### src/rtl/xlat_pkg.sv
package xlat_pkg;
  localparam int PPN_W  = 27;
  localparam int ASN_W  = 7;
  localparam int MASK_W = 4;

  typedef enum logic [2:0] {
    OP_PTE      = 3'd0,
    OP_TAG      = 3'd1,
    OP_ASN      = 3'd2,
    OP_INV_ALL  = 3'd3,
    OP_INV_PROC = 3'd4,
    OP_INV_ONE  = 3'd5
  } xlat_op_e;

  typedef struct packed {
    logic [PPN_W-1:0]  ppn;
    logic [MASK_W-1:0] rd_mask;
    logic [MASK_W-1:0] wr_mask;
    logic              flt_rd;
    logic              flt_wr;
    logic              glb;
    logic [ASN_W-1:0]  asn;
  } xlat_ent_t;

  function automatic logic hint_bad(input logic [63:0] d);
    return |d[6:5];
  endfunction

  function automatic xlat_ent_t unpack_pte(input logic [63:0] d,
                                           input logic [ASN_W-1:0] asn,
                                           input logic kill_wr);
    xlat_ent_t e;
    e.ppn     = d[58:32];
    e.rd_mask = d[11:8];
    e.wr_mask = kill_wr ? '0 : d[15:12];
    e.flt_rd  = d[1];
    e.flt_wr  = d[2];
    e.glb     = d[4];
    e.asn     = asn;
    return e;
  endfunction

  function automatic logic [63:0] pack_pte(input xlat_ent_t e);
    logic [63:0] d;
    d        = '0;
    d[58:32] = e.ppn;
    d[11:8]  = e.rd_mask;
    d[15:12] = e.wr_mask;
    d[1]     = e.flt_rd;
    d[2]     = e.flt_wr;
    d[4]     = e.glb;
    d[63:57] = e.asn;
    return d;
  endfunction

  function automatic logic [ASN_W-1:0] asn_field(input logic [63:0] d, input logic instr);
    return instr ? d[10:4] : d[63:57];
  endfunction
endpackage

### src/rtl/xlat_bank.sv
module xlat_bank
  import xlat_pkg::*;
#(
  parameter int ENTRIES = 8,
  parameter int VPN_W   = 30,
  localparam int IDX_W  = $clog2(ENTRIES)
) (
  input  logic              clk,
  input  logic              rst_n,
  input  logic              ins_fire,
  input  logic [VPN_W-1:0]  ins_vpn,
  input  xlat_ent_t         ins_ent,
  input  logic              inv_all,
  input  logic              inv_proc,
  input  logic              inv_one,
  input  logic [VPN_W-1:0]  inv_vpn,
  input  logic [ASN_W-1:0]  cur_asn,
  input  logic [VPN_W-1:0]  lk_vpn,
  input  logic [ASN_W-1:0]  lk_asn,
  output logic              lk_hit,
  output logic [PPN_W-1:0]  lk_ppn,
  input  logic [IDX_W-1:0]  rb_idx,
  output logic              rb_valid,
  output xlat_ent_t         rb_ent,
  output logic [IDX_W-1:0]  ptr,
  output logic              repl_hit
);
  logic [ENTRIES-1:0] vld_q;
  logic [VPN_W-1:0]   vpn_q [ENTRIES];
  xlat_ent_t          ent_q [ENTRIES];
  logic [IDX_W-1:0]   ptr_q;

  logic [ENTRIES-1:0] hit_vec, same_vec, kill_vec;
  logic [IDX_W-1:0]   repl_idx, tgt_idx;

  for (genvar i = 0; i < ENTRIES; i++) begin : g_cmp
    assign hit_vec[i]  = vld_q[i] && vpn_q[i] == lk_vpn &&
                         (ent_q[i].asn == lk_asn || ent_q[i].glb);
    assign same_vec[i] = vld_q[i] && vpn_q[i] == ins_vpn && ent_q[i].asn == ins_ent.asn;
    assign kill_vec[i] = inv_all ||
                         (inv_proc && !ent_q[i].glb) ||
                         (inv_one && vpn_q[i] == inv_vpn &&
                          (ent_q[i].asn == cur_asn || ent_q[i].glb));
  end

  always_comb begin
    lk_hit = 1'b0;
    lk_ppn = '0;
    for (int i = 0; i < ENTRIES; i++) begin
      if (hit_vec[i] && !lk_hit) begin
        lk_hit = 1'b1;
        lk_ppn = ent_q[i].ppn;
      end
    end
  end

  always_comb begin
    repl_hit = 1'b0;
    repl_idx = '0;
    for (int i = ENTRIES - 1; i >= 0; i--) begin
      if (same_vec[i]) begin
        repl_hit = 1'b1;
        repl_idx = IDX_W'(i);
      end
    end
  end

  assign tgt_idx = repl_hit ? repl_idx : ptr_q;

  always_ff @(posedge clk or negedge rst_n) begin
    if (!rst_n) begin
      vld_q <= '0;
      ptr_q <= '0;
      for (int i = 0; i < ENTRIES; i++) begin
        vpn_q[i] <= '0;
        ent_q[i] <= '0;
      end
    end else begin
      vld_q <= vld_q & ~kill_vec;
      if (ins_fire) begin
        vld_q[tgt_idx] <= 1'b1;
        vpn_q[tgt_idx] <= ins_vpn;
        ent_q[tgt_idx] <= ins_ent;
        if (!repl_hit)
          ptr_q <= (ptr_q == IDX_W'(ENTRIES - 1)) ? '0 : ptr_q + 1'b1;
      end
    end
  end

  assign rb_valid = vld_q[rb_idx];
  assign rb_ent   = ent_q[rb_idx];
  assign ptr      = ptr_q;
endmodule

### config.mk
export PLATFORM = sky130hd
export DESIGN_NAME = xlat_bank
export DESIGN_NICKNAME = d
export VERILOG_FILES = /design/src/rtl/xlat_pkg.sv /design/src/rtl/xlat_bank.sv
export SDC_FILE = /design/constraint.sdc
export NUM_CORES = 2
export LEC_CHECK = 0
export CORE_ASPECT_RATIO = 0.75
export CORE_MARGIN = 8
export CORE_UTILIZATION = 61
export DETAILED_ROUTE_END_ITERATION = 7
export GPL_ROUTABILITY_DRIVEN = 0
export MAX_ROUTING_LAYER = met4
export PLACE_DENSITY = 0.92
export SLEW_MARGIN = 10
export SYNTH_ARGS = -nofsm -noshare
export SYNTH_HDL_FRONTEND = slang
export SYNTH_SLANG_ARGS = --single-unit
### constraint.sdc
create_clock -name clk -period 4.7 [get_ports clk]
set_clock_uncertainty 0.05 [all_clocks]
set_input_delay 0.94 -clock clk [delete_from_list [all_inputs] [get_ports clk]]
set_output_delay 0.94 -clock clk [all_outputs]
set_load 0.03 [all_outputs]
==> results.txt, run 1 <==
The synthesized netlist cell count came out at 3310. The number of synthesis warnings came out at 0. The die span in x came out at 310 µm. The post-cts hold buffer count is 0. During I/O placement, the number of pins put on the boundary was 236. The instance area at placement came out at 46100 µm². In this run, synthesis inferred 0 flip-flops with an integrated enable. Entering global routing, the biggest net connects 108 pins. The total global routing track utilization is 0.668. The fraction of registers with async set/reset came out at 1.00. The via count of the first global-routing pass came out at 44500. The cell at the root of the clock tree is clkbuf_16. Measured along the y axis, the die boundary spans 237 µm.

The flow did not finish. The number of flip-flops and latches in the synthesized netlist is 611. For this design, the sink count on the clock tree is 611.

The number of H-tree branching levels came out at 2. The average instance in the mapped netlist occupies 12.0 µm². Ranked by total cell area, the synthesized netlist is headed by dfrtp_1, xnor2_1, mux2_2. The wire length of the first global-routing pass came out at 340000 µm. The number of different library cells in the post-synthesis netlist came out at 68. The proportion of netlist area held by the largest area contributor came out at 0.386. The mapped netlist covers 39600 µm². The total nets after synthesis came out at 3470. Once detailed placement completed, the half-perimeter wirelength came to 120000 µm.

The last stage reached is global routing. The first error in the log reads "[ERROR GRT-0116] Global routing finished with congestion. Check the congestion regions in the DRC Viewer". The number of placement rows is 81. The clock buffer count from CTS came out at 60. The initial core utilization is 0.612. The worst-case clock buffer depth came out at 3. Summed over all instances, the cell type with the most area after synthesis is dfrtp_1. The number of I/O port buffers is 235. Among all flip-flop cells after synthesis, the most frequent one is dfrtp_1.

Of the synthesized area, sequential elements account for 0.386. Global routing finished with a remaining overflow of 2.
[cells by family after synthesis]
family | synth area share
adders and majority gates | 0.000631
buffers and inverters | 0.0431
muxes | 0.258
and+or+nand+nor | 0.0816
xor gates and xnor gates | 0.193
DFF | 0.386
AOI/OAI and AO/OA | 0.0372
[routing by layer]
layer / GRT overflow / global-route usage
met4: 1 / 0.562
met5: - / -
met2: 1 / 0.774
met1: 0 / 0.643
met3: 0 / 0.631
[metrics by stage]
stage	setup slack, ns	util	cells	TNS, ns
after CTS	-0.153	0.785	4791	-1.14
after detailed placement	-1.42	0.712	4601	-42.60
after global placement	-1.29	0.712	4601	-28.15
after floorplan	0.0438	-	3310	0
[what timing repair did]
item | CTS
pin swaps | 124
setup buffers | 79
setup endpoints to repair | 28
gates cloned | 10
resized for setup | 542
[cells in the mapped netlist, types with 39 or more instances]
master    count
nor4_1      132
dfrtp_1     611
mux2_2      363
nand4_1     198
clkbuf_1     82
a21oi_1      48
mux2_4      188
inv_1        39
nand2_1      62
mux2_1      101
o21ai_0      40
mux4_2       92
xnor2_1     612
xor2_1      263
buf_2       128
==> run 2: changes to the inputs <==
--- a/config.mk
+++ b/config.mk
@@ -5,13 +5,11 @@
 export SDC_FILE = /design/constraint.sdc
 export NUM_CORES = 2
 export LEC_CHECK = 0
-export CORE_ASPECT_RATIO = 0.75
 export CORE_MARGIN = 8
-export CORE_UTILIZATION = 61
+export CORE_UTILIZATION = 40
 export DETAILED_ROUTE_END_ITERATION = 7
 export GPL_ROUTABILITY_DRIVEN = 0
-export MAX_ROUTING_LAYER = met4
-export PLACE_DENSITY = 0.92
+export PLACE_DENSITY_LB_ADDON = 0.15
 export SLEW_MARGIN = 10
 export SYNTH_ARGS = -nofsm -noshare
 export SYNTH_HDL_FRONTEND = slang
==> results.txt, run 2 <==
Of the total power, the clock network draws 0.171. The number of synthesis warnings came to 0 (unchanged). The starting DRC count in detailed routing is 4790. The floorplan core area is 98300 µm². The final count of negative-setup-slack endpoints is 28. The total congestion overflow after global routing came out at 0. The number of maximum-capacitance violations is 1. The register clock-pin slew on the reported worst setup and hold paths is 0.05 ns. The fraction of power spent switching nets came out at 0.433. The number of endpoints with negative hold slack in the final report came out at 0. The number of flops mapped to enable cells by yosys is 0 (unchanged).

The path class of the tightest hold or removal check is in -> async. The clock tree from TritonCTS is built. The largest total area in the synthesized netlist belongs to dfrtp_1.

Yosys attributes the largest share of cell area to dfrtp_1, xnor2_1, mux2_2. For this run, the post-layout net count is 4160. The DRC violation count after routing came out at 142. The share of the yosys chip area belonging to registers is 0.386 (unchanged). The data arrival time of the critical path came out at 4.34 ns. The run finished, with violations left. The clock buffer count from CTS came out at 74 (+23%). In the post-route analysis, the smallest setup slack over all paths is -0.633 ns.

In the final layout, the registers with the most flip-flops are ent_q x360, vpn_q x240, vld_q x8. The logic gate share of total power is 0.489. The origin of the worst setup path is lk_vpn[8]. The final total power is 0.0355 W. The maximum number of pins on one net before global-route repair came out at 102. Dividing the detail-routed via count by the number of cells gives 6.39. The vertical die dimension was 331 µm (+40%). The number of different library cells in the post-synthesis netlist is 68 (unchanged). The tree is rooted in a clkbuf_16. The share of final-layout standard cells stronger than drive strength 1 came out at 0.423. For this block, the via count after detailed routing is 34200. The number of fill cells is 8335. The maximum vdd ir drop came out at 0.326 mV. The residual antenna-violating net count after detailed routing came out at 0. The post-route setup TNS is -13.11 ns. The initial antenna violation count is 14. Dividing the final minimum period by the clock period gives 1.13. The area added between synthesis and finish is 34.5%. Dividing total power by cell area gives a power density of 665 nW/µm².

The count of final max-slew check failures is 2. STA classifies the critical path startpoint as a primary input. At the pin with the least slew margin, the transition time is 1.51 ns. The cell area after synthesis came to 39600 µm² (unchanged).

The total half-perimeter wirelength after legalization and detailed placement came out at 139000 µm (+17%). By startpoint and endpoint, the worst setup path is classified as in -> out. The top achievable clock speed came out at 188 MHz. The number of top-level pins came to 236 (unchanged).

The synthesized netlist cell count came out at 3310 (unchanged). The total nets after synthesis came to 3470 (unchanged). For this design the total switching power over the nets is 0.0154 W. The number of flip-flops and latches in the synthesized netlist came out at 611 (unchanged). The die footprint came out at 109000 µm². Counting I/O delays and the setup requirement, the final critical path takes 5.33 ns. In this run the critical register-to-register path is captured at vpn_q[160]$_DFFE_PN0P_. The post-synthesis area per instance is 12.0 µm² (unchanged).

The register containing the most flip-flops in the final layout is ent_q. The die span in x came to 331 µm (+6.6%). The number of iterations in the first detailed-routing pass came out at 8. The leading cell type in the layout, fill and taps excluded is dfrtp_1.

The checks that failed: design-rule violations, max-capacitance violations, max-slew violations, negative setup slack. Of the total power, registers draw 0.341. The initial core utilization came to 0.403 (-0.209). The slack of the worst reg-to-reg path came out at 0.80 ns.

The wire length of the first global-routing pass came out at 272000 µm. The number of flip-flops under the largest register name came out at 360. The average routed wire per standard cell is 36.7 µm. The post-cts hold buffer count is 0 (unchanged).

For the worst-skew pair, the clock arrives at the later sink with an insertion delay of 0.69 ns. The number of placement rows was 115 (+42%). The total global routing track utilization is 0.353. The endpoint required time on the critical path came out at 3.71 ns. The worst register-to-register path has a depth of 12. After detailed routing, the total wire length is 196000 µm. The via count of the first global-routing pass came out at 34800. Setup repair after global routing could not meet its margin everywhere. By count the netlist is led by xnor2_1, dfrtp_1, mux2_2.

The tightest slew margin relative to the limit came out at -0.0163. The worst setup path is captured at a primary output. The fraction of registers with async set/reset is 1.00 (unchanged).

The worst-case clock buffer depth came out at 3 (unchanged). The worst-path maximum fanout is 6. The total number of clock tree sinks is 611 (unchanged). The worst register-to-register path begins at vpn_q[149]$_DFFE_PN0P_.

The leakage dissipation is 21.8 nW. For this run, the leading register cell type out of synthesis is dfrtp_1. Internal power comes to 0.0201 W. The worst hold slack across all endpoints is 0.297 ns. The library cells used most frequently in the layout, excluding fill and tap cells, are dfrtp_1, xnor2_1, buf_4. The most repeated cell in the gate-level netlist after synthesis is xnor2_1. The number of H-tree branching levels is 3 (+1). The number of I/O port buffers was 235 (unchanged). The proportion of netlist area held by the largest area contributor is 0.386 (unchanged).
-- run 2: cell counts after synthesis --
No cell type changed its count.
-- run 2: timing repair --
action / in CTS / in global routing
setup endpoints to repair: 29 / 31
gates resized for setup: 442 / 102
pin swaps: 108 / 51
cloned: 4 / 2
hold endpoints to repair: 0 / 0
setup buffers: 61 / 25
-- run 2: how the worst max path moves through the flow --
stage	to	slack (ns)	cells past startpoint
floorplan	lk_ppn[11]	0.04	11
global placement	lk_ppn[21]	-1.84	15
detailed placement	lk_ppn[21]	-1.77	15
CTS	lk_ppn[1]	-0.25	17
global route	lk_ppn[1]	-0.58	15
finish	lk_ppn[1]	-0.63	16
-- run 2: area by class of cell --
type,instances,area [µm²],share of cell area
multi-input cells,2381,24500,0.460
flip-flops and latches,611,15300,0.287
repair buffers,893,9140,0.171
clock buffers,103,2140,0.0402
well taps,1287,1610,0.0302
clock inverters,32,413,0.00774
inverters,39,146,0.00275
diodes,13,32.5,0.000610
-- run 2: metal layers --
metal | GRT usage | wire length [µm] | part of all wire | vias to the layer above
met5 | 0.0186 | 315 | 0.0016 | -
met4 | 0.226 | 16900 | 0.086 | 16
met2 | 0.504 | 80900 | 0.41 | 2726
li1 | - | - | - | 13300
met1 | 0.425 | 71400 | 0.36 | 17300
met3 | 0.163 | 26900 | 0.14 | 890
-- run 2: logic make-up after synthesis --
family                     Yosys count  share of synthesized area
xor gates and xnor gates           875                      0.193
DFF                                611                      0.386
buffers and inverters              318                     0.0431
and+or+nand+nor                    537                     0.0816
AOI/OAI and AO/OA                  212                     0.0372
adders and majority gates            2                   0.000631
muxes                              755                      0.258
-- run 2: worst max-delay path, stage by stage --
cell and delay [ns]:
clkbuf_4 0.19, xnor2_2 0.16, nand4_1 0.49, or4_4 0.73, nor3_4 0.24, buf_6 0.17
buf_6 0.10, nor4b_4 0.04, buf_12 0.14, buf_12 0.12, buf_8 0.12, buf_6 0.11
a22oi_2 0.13, nand3b_1 0.10, a221o_1 0.38, buf_6 0.16
-- run 2: stage by stage --
| step | cell area (µm²) | std cells | utilization | setup slack, ns |
|---|---|---|---|---|
| finish | 53300 | 5359 | 0.543 | -0.633 |
| global route | 53300 | 5347 | 0.542 | -0.580 |
| CTS | 52600 | 5330 | 0.535 | -0.255 |
| detailed placement | 47800 | 5140 | 0.487 | -1.77 |
| global placement | 47800 | 5140 | 0.487 | -1.84 |
| floorplan | 39600 | 3310 | - | 0.0438 |
-- run 2: power groups by stage --
stage               Combinational, W  Sequential [W]  Clock, W
floorplan                    0.00926          0.0103         0
global placement              0.0155          0.0114         0
detailed placement            0.0157          0.0115         0
CTS                           0.0161          0.0117   0.00612
global route                  0.0177          0.0122   0.00635
finish                        0.0173          0.0121   0.00605
Note: power is estimated with default switching activity, not from simulation.
